===== config.mk =====
export PLATFORM = sky130hd
export DESIGN_NAME = trig_watch
export DESIGN_NICKNAME = d
export VERILOG_FILES = /design/src/rtl/trigwatch_pkg.sv /design/src/rtl/tw_sync.sv /design/src/rtl/tw_edge.sv /design/src/rtl/tw_window.sv /design/src/rtl/tw_fault.sv /design/src/rtl/trig_watch.sv
export SDC_FILE = /design/constraint.sdc
export NUM_CORES = 1
export LEC_CHECK = 0
export ABC_AREA = 1
export BUFFER_PORTS_ARGS = -buffer_cell sky130_fd_sc_hd__buf_2
export CORE_AREA = 3 3 50 56
export CTS_CLUSTER_SIZE = 8
export DETAILED_ROUTE_END_ITERATION = 10
export DIE_AREA = 0 0 53 59
export PLACE_DENSITY = 0.72
export SETUP_SLACK_MARGIN = 0.5
export SLEW_MARGIN = 20
export SYNTH_ARGS = -nofsm -noshare
export SYNTH_HDL_FRONTEND = slang
export SYNTH_SLANG_ARGS = --single-unit

===== constraint.sdc =====
create_clock -name clk_i -period 2.3 [get_ports clk_i]
set_input_delay 0 -clock clk_i [delete_from_list [all_inputs] [get_ports clk_i]]
set_output_delay 0 -clock clk_i [all_outputs]
set_load 0.05 [all_outputs]

===== src/rtl/trigwatch_pkg.sv =====
package trigwatch_pkg;

    typedef enum logic {
        WIN_BLINK  = 1'b0,
        WIN_STEADY = 1'b1
    } win_state_t;

    typedef enum logic {
        FLT_CLEAR   = 1'b0,
        FLT_LATCHED = 1'b1
    } flt_state_t;

endpackage


===== src/rtl/tw_sync.sv =====
module tw_sync #(
    parameter int STAGES = 3
) (
    input  logic clk_i,
    input  logic rst_i,
    input  logic d_i,
    output logic q_o
);
    logic [STAGES-1:0] chain_q;

    always_ff @(posedge clk_i or posedge rst_i) begin
        if (rst_i) chain_q <= '0;
        else       chain_q <= {chain_q[STAGES-2:0], d_i};
    end

    assign q_o = chain_q[STAGES-1];

    initial begin
        a_r2_stage_count: assert (STAGES >= 2);
    end
endmodule


===== src/rtl/tw_edge.sv =====
module tw_edge #(
    parameter int N = 2
) (
    input  logic         clk_i,
    input  logic         rst_i,
    input  logic [N-1:0] level_i,
    output logic [N-1:0] rise_o
);
    logic [N-1:0] prev_q;

    always_ff @(posedge clk_i or posedge rst_i) begin
        if (rst_i) prev_q <= '0;
        else       prev_q <= level_i;
    end

    for (genvar g = 0; g < N; g++) begin : g_rise
        assign rise_o[g] = level_i[g] & ~prev_q[g];

        // a level that was already high one cycle ago is not an edge
        a_r8_level_no_edge: assert property (@(posedge clk_i) disable iff (rst_i)
            $past(level_i[g]) |-> !rise_o[g]);
    end
endmodule


===== src/rtl/tw_window.sv =====
module tw_window
    import trigwatch_pkg::*;
#(
    parameter int HOLD_TICKS = 5000
) (
    input  logic clk_i,
    input  logic rst_i,
    input  logic restart_i,
    input  logic tick_i,
    input  logic blink_i,
    output logic green_o
);
    localparam int CNT_W = $clog2(HOLD_TICKS + 1);
    localparam logic [CNT_W-1:0] HOLD_LOAD = CNT_W'(HOLD_TICKS);
    localparam logic [CNT_W-1:0] CNT_ONE   = CNT_W'(1);

    win_state_t       state_q, state_d;
    logic [CNT_W-1:0] cnt_q, cnt_d;

    always_comb begin
        state_d = state_q;
        cnt_d   = cnt_q;
        unique case (state_q)
            WIN_BLINK: begin
                if (restart_i) begin
                    cnt_d = HOLD_LOAD;
                end else if (tick_i) begin
                    if (cnt_q == CNT_ONE) begin
                        state_d = WIN_STEADY;
                        cnt_d   = '0;
                    end else begin
                        cnt_d = cnt_q - CNT_ONE;
                    end
                end
            end
            WIN_STEADY: begin
                if (restart_i) begin
                    state_d = WIN_BLINK;
                    cnt_d   = HOLD_LOAD;
                end
            end
            default: begin
                state_d = WIN_BLINK;
                cnt_d   = HOLD_LOAD;
            end
        endcase
    end

    always_ff @(posedge clk_i or posedge rst_i) begin
        if (rst_i) begin
            state_q <= WIN_BLINK;
            cnt_q   <= HOLD_LOAD;
        end else begin
            state_q <= state_d;
            cnt_q   <= cnt_d;
        end
    end

    always_comb begin
        unique case (state_q)
            WIN_STEADY: green_o = 1'b1;
            default:    green_o = blink_i;
        endcase
    end

    // an edge reloads the full window at the next clock
    a_r6_restart_reload: assert property (@(posedge clk_i) disable iff (rst_i)
        restart_i |=> (state_q == WIN_BLINK && cnt_q == HOLD_LOAD));
    // steady persists without an edge
    a_r5_steady_holds: assert property (@(posedge clk_i) disable iff (rst_i)
        (state_q == WIN_STEADY && !restart_i) |=> state_q == WIN_STEADY);
    // the window cannot end without a tick
    a_r5_no_tickless_exit: assert property (@(posedge clk_i) disable iff (rst_i)
        (state_q == WIN_BLINK && !tick_i) |=> state_q == WIN_BLINK);
    // the blink phase always has ticks left
    a_r5_blink_nonzero: assert property (@(posedge clk_i) disable iff (rst_i)
        state_q == WIN_BLINK |-> cnt_q != '0);
endmodule


===== src/rtl/tw_fault.sv =====
module tw_fault
    import trigwatch_pkg::*;
(
    input  logic       clk_i,
    input  logic       rst_i,
    input  logic [1:0] rise_i,
    output logic       red_o
);
    flt_state_t state_q, state_d;

    always_comb begin
        state_d = state_q;
        unique case (state_q)
            FLT_CLEAR:   if (&rise_i) state_d = FLT_LATCHED;
            FLT_LATCHED: state_d = FLT_LATCHED;
            default:     state_d = FLT_CLEAR;
        endcase
    end

    always_ff @(posedge clk_i or posedge rst_i) begin
        if (rst_i) state_q <= FLT_CLEAR;
        else       state_q <= state_d;
    end

    always_comb begin
        unique case (state_q)
            FLT_LATCHED: red_o = 1'b1;
            default:     red_o = 1'b0;
        endcase
    end

    // once lit, the red LED stays lit until reset
    a_r7_sticky: assert property (@(posedge clk_i) disable iff (rst_i)
        red_o |=> red_o);
    // the red LED only lights after a coincident edge pair
    a_r7_cause: assert property (@(posedge clk_i) disable iff (rst_i)
        $rose(red_o) |-> $past(rise_i == 2'b11));
endmodule


===== src/rtl/trig_watch.sv =====
module trig_watch #(
    parameter int INH_STAGES   = 3,
    parameter int BLINK_STAGES = 2,
    parameter int HOLD_TICKS   = 5000
) (
    input  logic       clk_i,
    input  logic       rst_i,
    input  logic       tick_1k_i,
    input  logic       blink_clk_i,
    input  logic [1:0] trig_i,
    input  logic       inhibit_n_i,
    output logic [1:0] trig_o,
    output logic       led_green_o,
    output logic       led_red_o
);
    localparam int RUN_W = $clog2(INH_STAGES + 1);

    logic       pass_s;
    logic       blink_s;
    logic [1:0] rise_s;

    tw_sync #(.STAGES(INH_STAGES)) u_inh_sync (
        .clk_i (clk_i),
        .rst_i (rst_i),
        .d_i   (inhibit_n_i),
        .q_o   (pass_s)
    );

    tw_sync #(.STAGES(BLINK_STAGES)) u_blink_sync (
        .clk_i (clk_i),
        .rst_i (rst_i),
        .d_i   (blink_clk_i),
        .q_o   (blink_s)
    );

    assign trig_o = trig_i & {2{pass_s}};

    tw_edge #(.N(2)) u_edge (
        .clk_i   (clk_i),
        .rst_i   (rst_i),
        .level_i (trig_o),
        .rise_o  (rise_s)
    );

    tw_window #(.HOLD_TICKS(HOLD_TICKS)) u_window (
        .clk_i     (clk_i),
        .rst_i     (rst_i),
        .restart_i (|rise_s),
        .tick_i    (tick_1k_i),
        .blink_i   (blink_s),
        .green_o   (led_green_o)
    );

    tw_fault u_fault (
        .clk_i  (clk_i),
        .rst_i  (rst_i),
        .rise_i (rise_s),
        .red_o  (led_red_o)
    );

    // Checker state: consecutive edges with the inhibit line sampled low
    logic [RUN_W-1:0] low_run_q;
    always_ff @(posedge clk_i or posedge rst_i) begin
        if (rst_i)                                   low_run_q <= '0;
        else if (inhibit_n_i)                        low_run_q <= '0;
        else if (low_run_q != RUN_W'(INH_STAGES))    low_run_q <= low_run_q + 1'b1;
    end

    // a low inhibit held through the synchroniser blocks both triggers
    a_r1_inhibited_quiet: assert property (@(posedge clk_i) disable iff (rst_i)
        (low_run_q == RUN_W'(INH_STAGES)) |-> trig_o == 2'b00);
    // gating never creates a pulse that is absent at the input
    a_r1_no_spurious: assert property (@(posedge clk_i) disable iff (rst_i)
        (trig_o & ~trig_i) == 2'b00);
endmodule


==> results of run 1 <==
stage by stage:
step                total power, mW  hold slack (ns)  setup slack, ns  instances  utilization [%]
CTS                            1.10            0.183            0.882        203             61.8
global placement              0.786            0.109            0.931        194             57.3
floorplan                     0.732          -0.0145             1.08        155                -
detailed placement            0.793            0.110            0.904        194             57.3
global route                   1.16            0.212            0.760        203             61.8
finish                         1.09            0.188            0.896        203             61.8
registers in the layout, indices dropped and copies added (netlist names):
| name | cells |
|---|---|
| u_fault.state_q | 1 |
| u_window.cnt_q | 13 |
| u_inh_sync.chain_q | 3 |
| u_edge.prev_q | 2 |
| u_window.state_q | 1 |
| u_blink_sync.chain_q | 2 |
power by group:
part	switching (mW)	internal (mW)
Sequential	0.0589	0.442
Combinational	0.190	0.105
Clock	0.121	0.176
worst reg2reg max path, stage by stage, from the launching register on:
cell and delay (ns):
dfrtp_1 0.43, inv_1 0.11, ha_1 0.26, nand2_2 0.15, nor2_4 0.13, nand2_1 0.07, nand2_1 0.06, nand3_1 0.06
nand2_1 0.06, inv_1 0.03
cell usage after synthesis:
master / number
nand2_1: 40
nor2_1: 21
inv_1: 19
dfrtp_1: 17
nand3_1: 12
o21ai_1: 6
dfstp_2: 5
nor2_4: 5
nand2_2: 4
o21ai_0: 4
nor2_2: 3
xor2_1: 3
a21oi_1: 2
ha_1: 2
inv_2: 2
nand2_4: 2
nand3_2: 2
xnor2_1: 2
buf_8: 1
nor3_1: 1
o21bai_1: 1
or2_2: 1
path summary, 6_finish.rpt:
| kind | to | start |
|---|---|---|
| worst max register to register | u_window.cnt_q[12] | u_window.cnt_q[0] |
| min in group asynchronous | u_blink_sync.chain_q[0] | rst_i |
| max in group asynchronous | u_window.cnt_q[10] | rst_i |
| worst max-delay path | u_window.cnt_q[12] | u_window.cnt_q[0] |
| worst min-delay path | u_window.cnt_q[12] | tick_1k_i |
| worst min register to register | u_blink_sync.chain_q[1] | u_blink_sync.chain_q[0] |
routing by layer:
| metal | track usage, % | part of all wire, % | vias to the layer above |
|---|---|---|---|
| met4 | 7.66 | 2.0 | 0 |
| met2 | 30.9 | 50 | 23 |
| met5 | 0 | 0 | - |
| li1 | - | - | 512 |
| met1 | 25.5 | 45 | 463 |
| met3 | 2.27 | 2.5 | 5 |
final cells by class:
type	count	area (µm²)	area share (%)
Clock buffer	3	22.5	1.60
Sequential cell	22	557	39.6
Clock inverter	1	30.0	2.14
Timing Repair Buffer	15	100	7.12
Inverter	21	78.8	5.61
Multi-Input combinational cell	111	579	41.2
Tap cell	30	37.5	2.67
timing repair:
item / in CTS / in global routing
endpoints found under the hold margin: 21 / 0
gates resized for setup: 0 / 0
hold buffers: 5 / 0
kinds of logic (layout without fill, tap and decap cells):
logic type                 after synthesis  after routing  share of synthesized area (%)
adders and majority gates                2              2                           2.03
DFF                                     22             22                           45.3
AOI/OAI and AO/OA                       13             13                           5.49
and+or+nand+nor                         91             91                           36.0
buffers and inverters                   22             40                           7.63
xor gates and xnor gates                 5              5                           3.56
==> metrics.md, run 1 <==
| Metric | Value |
|---|---|
| Total Neg Setup Slack | 0 ns |
| Initial antenna violation count | 0 |
| CTS clock-pin slew for the worst setup and hold paths | 0.12 ns |
| Post-route minimum period | 1.40 ns |
| CTS buffer count | 3 |
| Placed cell area | 1300 µm² |
| Pleak | 0.691 nW |
| Syn_area_per_cell | between 7 and 8 µm² |
| Reg2reg path depth | 9 |
| Clk_lat worst skew | 0.31 ns |
| # fillers | 196 |
| HPWL after detailed placement | 1770 µm |
| Die area | 3130 µm² |
| # Post-CTS Setup Buffers | 0 |
| Fin. max-slew vios | 0 |
| Largest fanout on the critical path | 4 |
| Number of global-route vias before repair | about 1,000 |
| Worst EP required | 2.56 ns |
| TritonCTS clock tree | yes |
| Drt drc | 0 |
| H-tree depth | 1 |
| Fmax | 0.712 GHz |
| Num rows | 18 |
| First-pass GRT wire length | 4330 µm |
| I/O Buffers | 10 |
| Fraction of layout cells with a size suffix above 1 | 22.0% |
| Initial Util | between 50% and 60% |
| Yosys reg bits | 22 |
| Worst VDD drop | 0.586 mV |
| Post-DR vias/cell | approximately 5 |
| Syn Std Cell Area | 1230 µm² |
| Bufs and invs on worst path | 2 |
| Max Cap Violations | 0 |
| Most frequent CP cell | nand2_1 |
| Post-synthesis sequential area ratio | 45.3% |
| Num ports | 11 |
| Final Hold Fails | 0 |
| Synth top area share | 34.6% |
| Chip height | 59 µm |
| Initial DRT Pass Iterations | 4 |
| Cell depth of the worst hold path | 6 |
| Type of the worst setup path | reg2reg |
| Fin crit share | 61.1% |
| 1st-iter DRT viols | 21 |
| CP max stage delay | 0.43 ns |
| CTS Buffer Depth | 2 |
| CP Launch Type | flip-flop |
| Die Wd | 53 µm |
| Root Driver | clkbuf_4 |
| WL/cell | 11.8 µm |
| YS warnings | 0 |
| Most frequent cells in the layout | nand2_1 (40), nor2_1 (21), inv_1 (19) |
| Slowest CP cell | dfrtp_1 |
| Hold crit path type | in2reg |
| Placer Congestion | between 0.9 and 1 |
| Grt ovf | 0 |
| CTS Sinks | 22 |
| Final setup viols | 0 |
| Worst slew pin tran | 0.816 ns |
| Syn Inst Count | 155 |
| Global Route Usage Sum | 18.9% |
| Status | completed |
| Crit path DAT | 1.67 ns |
| FF-to-FF setup slack | 0.90 ns |
| Netlist cell types | 22 |
| Crit. End Element | flip-flop |
| Largest net degree at the start of global routing | 23 |
| Crit. path cell count | 9 |
| RSZ-0062 raised after global routing | false |
| Synth area leaders | dfrtp_1 (35%), nand2_1 (12%), dfstp_2 (11%) |
| Vias | roughly 1,000 |
| Mapped Nets | 164 |
| Cell taking the most area after synthesis | dfrtp_1 |
| Antenna cells | 0 |
| Cell Chain, Critical Path | inv_1 > ha_1 > nand2_2 > nor2_4 > nand2_1 > nand2_1 > nand3_1 > nand2_1 > inv_1 |
| Wirelength, routed | 2400 µm |
| ANT nets after route | 0 |
| Final #Nets | 183 |
| Cell Pwr Density | roughly 780 nW/µm² |
| Top Family by Delay on Critical Path | simple AND/OR/NAND/NOR gates |
| Finished Cell Area | 1410 µm² |
| Clock Skew | 0.00126 ns |
| Most common cell after layout, fill and taps aside | nand2_1 |
| Area Overhead vs Synth | 14.2% |
| Relative slew margins | 45.6% |
| Core area | about 2300 µm² |
Power figures use the tool's default switching activity.
==> inputs of run 2 (changes only) <==
--- a/config.mk
+++ b/config.mk
@@ -7,11 +7,11 @@
 export LEC_CHECK = 0
 export ABC_AREA = 1
 export BUFFER_PORTS_ARGS = -buffer_cell sky130_fd_sc_hd__buf_2
-export CORE_AREA = 3 3 50 56
+export CORE_AREA = 3 3 51 58
 export CTS_CLUSTER_SIZE = 8
 export DETAILED_ROUTE_END_ITERATION = 10
-export DIE_AREA = 0 0 53 59
-export PLACE_DENSITY = 0.72
+export DIE_AREA = 0 0 54 61
+export PLACE_DENSITY = 0.71
 export SETUP_SLACK_MARGIN = 0.5
 export SLEW_MARGIN = 20
 export SYNTH_ARGS = -nofsm -noshare
==> constraint.sdc (replaced) <==
create_clock -name clk_i -period 1.22 [get_ports clk_i]
set_input_delay 0 -clock clk_i [delete_from_list [all_inputs] [get_ports clk_i]]
set_output_delay 0 -clock clk_i [all_outputs]
set_load 0.05 [all_outputs]
==> run 2 against run 1 <==
Effect of this change:
- the run now ends with negative setup slack left
- hold slack lost 0.14 ns
- total power grew 130%
- critical endpoint unchanged
- highest routed layer unchanged
- largest cell class unchanged
- sequential share of layout area shrank 7.2 points
==> metrics.md, run 2 (synthesis gave the netlist of run 1 again) <==
| Metric | Value |
|---|---|
| Num ports | 11 (unchanged) |
| Largest net degree at the start of global routing | 23 (unchanged) |
| Initial antenna violation count | 0 (unchanged) |
| RSZ-0062 raised after global routing | true |
| CP Launch Type | flip-flop |
| CTS clock-pin slew for the worst setup and hold paths | 0.12 ns (about the same) |
| Initial DRT Pass Iterations | 4 (unchanged) |
| Total power | 2.49 mW (+130%) |
| Drt drc | 0 (unchanged) |
| Antenna cells | 0 (unchanged) |
| Global Route Usage Sum | 21.4% (+2.4 points) |
| Type of the worst setup path | reg2reg |
| Area Overhead vs Synth | 40.2% |
| Post-DR vias/cell | 5.05 (+2.3%) |
| Final Hold Fails | 0 (unchanged) |
| Crit path DAT | 1.63 ns (-0.04 ns) |
| Number of flip-flops under the largest register name | 13 (unchanged) |
| Post-route minimum period | 1.35 ns (-0.0535 ns) |
| Largest fanout on the critical path | 4 (unchanged) |
| Root Driver | clkbuf_4 |
| Internal | 1.60 mW (+120%) |
| I/O Buffers | 10 (unchanged) |
| Most frequent cells in the layout | nand2_1 (36), nor2_1 (15), buf_4 (15), dfrtp_1 (15), inv_1 (14) |
| Vias | 1,127 (+12%) |
| Number of global-route vias before repair | 1,134 (+14%) |
| Placer Congestion | 0.960 (-0.39%) |
| Fin. max-slew vios | 0 (unchanged) |
| Top Registers | u_window.cnt_q: 13 flops, u_inh_sync.chain_q: 3 flops |
| Hold crit path type | in2reg |
| Gate power share | 38.5% (+12 points) |
| WL/cell | 13.9 µm (+18%) |
| Failing checks | negative setup slack |
| Chip height | 61 µm (+3.4%) |
| CTS Buffer Depth | 2 (unchanged) |
| Sw frac | 35.8% (+1.9 points) |
| # fillers | 174 (-11%) |
| Max Cap Violations | 0 (unchanged) |
| Final worst setup slack | -0.131 ns (-1.03 ns) |
| Fmax | 0.740 GHz (+4.0%) |
| Fraction of layout cells with a size suffix above 1 | 43.2% (+21 points) |
| Worst EP required | 1.50 ns (-1.06 ns) |
| Die area | 3290 µm² (+5.3%) |
| Pleak | 0.810 nW (+17%) |
| Die Wd | 54 µm (+1.9%) |
| Sequential fraction of design power | 38.5% (-7.3 points) |
| Crit. End Element | flip-flop |
| Clock Skew | 0.00418 ns (+0.00293 ns) |
| Grt ovf | 0 (unchanged) |
| Status | complete, but fails checks |
| 1st-iter DRT viols | 42 (+100%) |
| Final #Nets | 202 (+10%) |
| Worst VDD drop | 1.12 mV (+92%) |
| Worst slew pin tran | 0.274 ns (-0.542 ns) |
| Final Core Density | 70.4% (+8.6 points) |
| Clock power share | 23.0% (-4.2 points) |
| Wirelength, routed | 3100 µm (+29%) |
| Final setup viols | 15 (+15) |
| Clk_lat worst skew | 0.33 ns (+0.02 ns) |
| Relative slew margins | 81.7% (+36 points) |
| Fin crit share | 111% (+50 points) |
| H-tree depth | 1 (unchanged) |
| ANT nets after route | 0 (unchanged) |
| Num rows | 19 (+1) |
| TritonCTS clock tree | yes |
| CTS buffer count | 3 (unchanged) |
| HPWL after detailed placement | 1970 µm (+11%) |
| First-pass GRT wire length | 5040 µm (+16%) |
| Cell Pwr Density | 1450 nW/µm² (+86%) |
| Core area | 2450 µm² (+7.6%) |
| Largest Register | u_window.cnt_q |
| Most common cell after layout, fill and taps aside | nand2_1 |
| CTS Sinks | 22 (unchanged) |
| Net Switching | 0.892 mW (+140%) |
| Initial Util | 50.2% (-3.8 points) |
## run 2: changes by cell type in the layout (fill, tap and decap cells not counted), sizes merged
cell,before,now
buf,10,31
clkinvlp,0,2
dlygate4sd3,5,3
inv,21,19
## run 2: layer usage
layer,routed length (µm),track usage [%],vias up,part of all wire (%)
li1,-,-,552,-
met1,1290,25.5,538,42
met2,1610,37.7,30,52
met3,127,2.95,7,4.1
met4,65,9.61,0,2.1
met5,0,0,-,0
## run 2: final cells by class
| cell class | count | area [µm²] | area share [%] |
|---|---|---|---|
| inverter | 21 | 86.3 | 5.01 |
| sequential | 22 | 559 | 32.4 |
| timing repair buffer | 34 | 300 | 17.4 |
| clock inverter | 1 | 30.0 | 1.74 |
| multi-input combinational | 111 | 687 | 39.8 |
| clock buffer | 3 | 22.5 | 1.31 |
| tap | 31 | 38.8 | 2.25 |
## run 2: timing repair
item | in CTS | in global routing
buffers inserted | 7 | 4
pin swaps | 17 | 9
hold endpoints to repair | 24 | 0
gates resized for setup | 34 | 12
setup endpoints to repair | 21 | 21
hold buffers | 3 | 0
## run 2: power by group through the flow
stage	Sequential, mW	Combinational (mW)	Clock, mW
2_1_floorplan	0.955	0.438	0
3_3_place_gp	0.942	0.635	0
3_5_place_dp	0.944	0.670	0
4_1_cts	0.948	0.848	0.579
5_1_grt	0.970	1.04	0.606
6_report	0.960	0.959	0.575
## run 2: path summary, 6_finish.rpt
kind,start,endpoint,slack (ns),depth (start not counted)
worst min-delay path,trig_i[0],u_fault.state_q,0.05,3
worst max-delay path,u_window.cnt_q[0],u_window.cnt_q[12],-0.13,9
min in group asynchronous,rst_i,u_inh_sync.chain_q[0],0.23,4
worst max register to register,u_window.cnt_q[0],u_window.cnt_q[12],-0.13,9
max in group asynchronous,rst_i,u_window.cnt_q[12],0.71,4
worst min register to register,u_blink_sync.chain_q[0],u_blink_sync.chain_q[1],0.36,0
## run 2: worst max-delay path, stage by stage (launching register included)
cell,delay [ns]
dfrtp_1,0.47
inv_2,0.14
ha_4,0.16
nand2_4,0.07
nor2_4,0.15
nand2_1,0.07
nand2_1,0.06
nand3_1,0.08
nand2_1,0.07
inv_1,0.04
## run 2: through the flow
step                setup slack [ns]  std cells  instance area, µm²  hold slack (ns)  setup TNS (ns)
global route                  -0.212        223                1720           0.0733           -2.24
detailed placement            -0.115        205                1400           0.0472          -0.528
floorplan                     0.0115        155                1250          -0.0145               0
finish                        -0.131        223                1720           0.0507           -1.04
global placement             -0.0436        205                1400           0.0420          -0.120
CTS                          -0.0710        219                1650           0.0255          -0.377
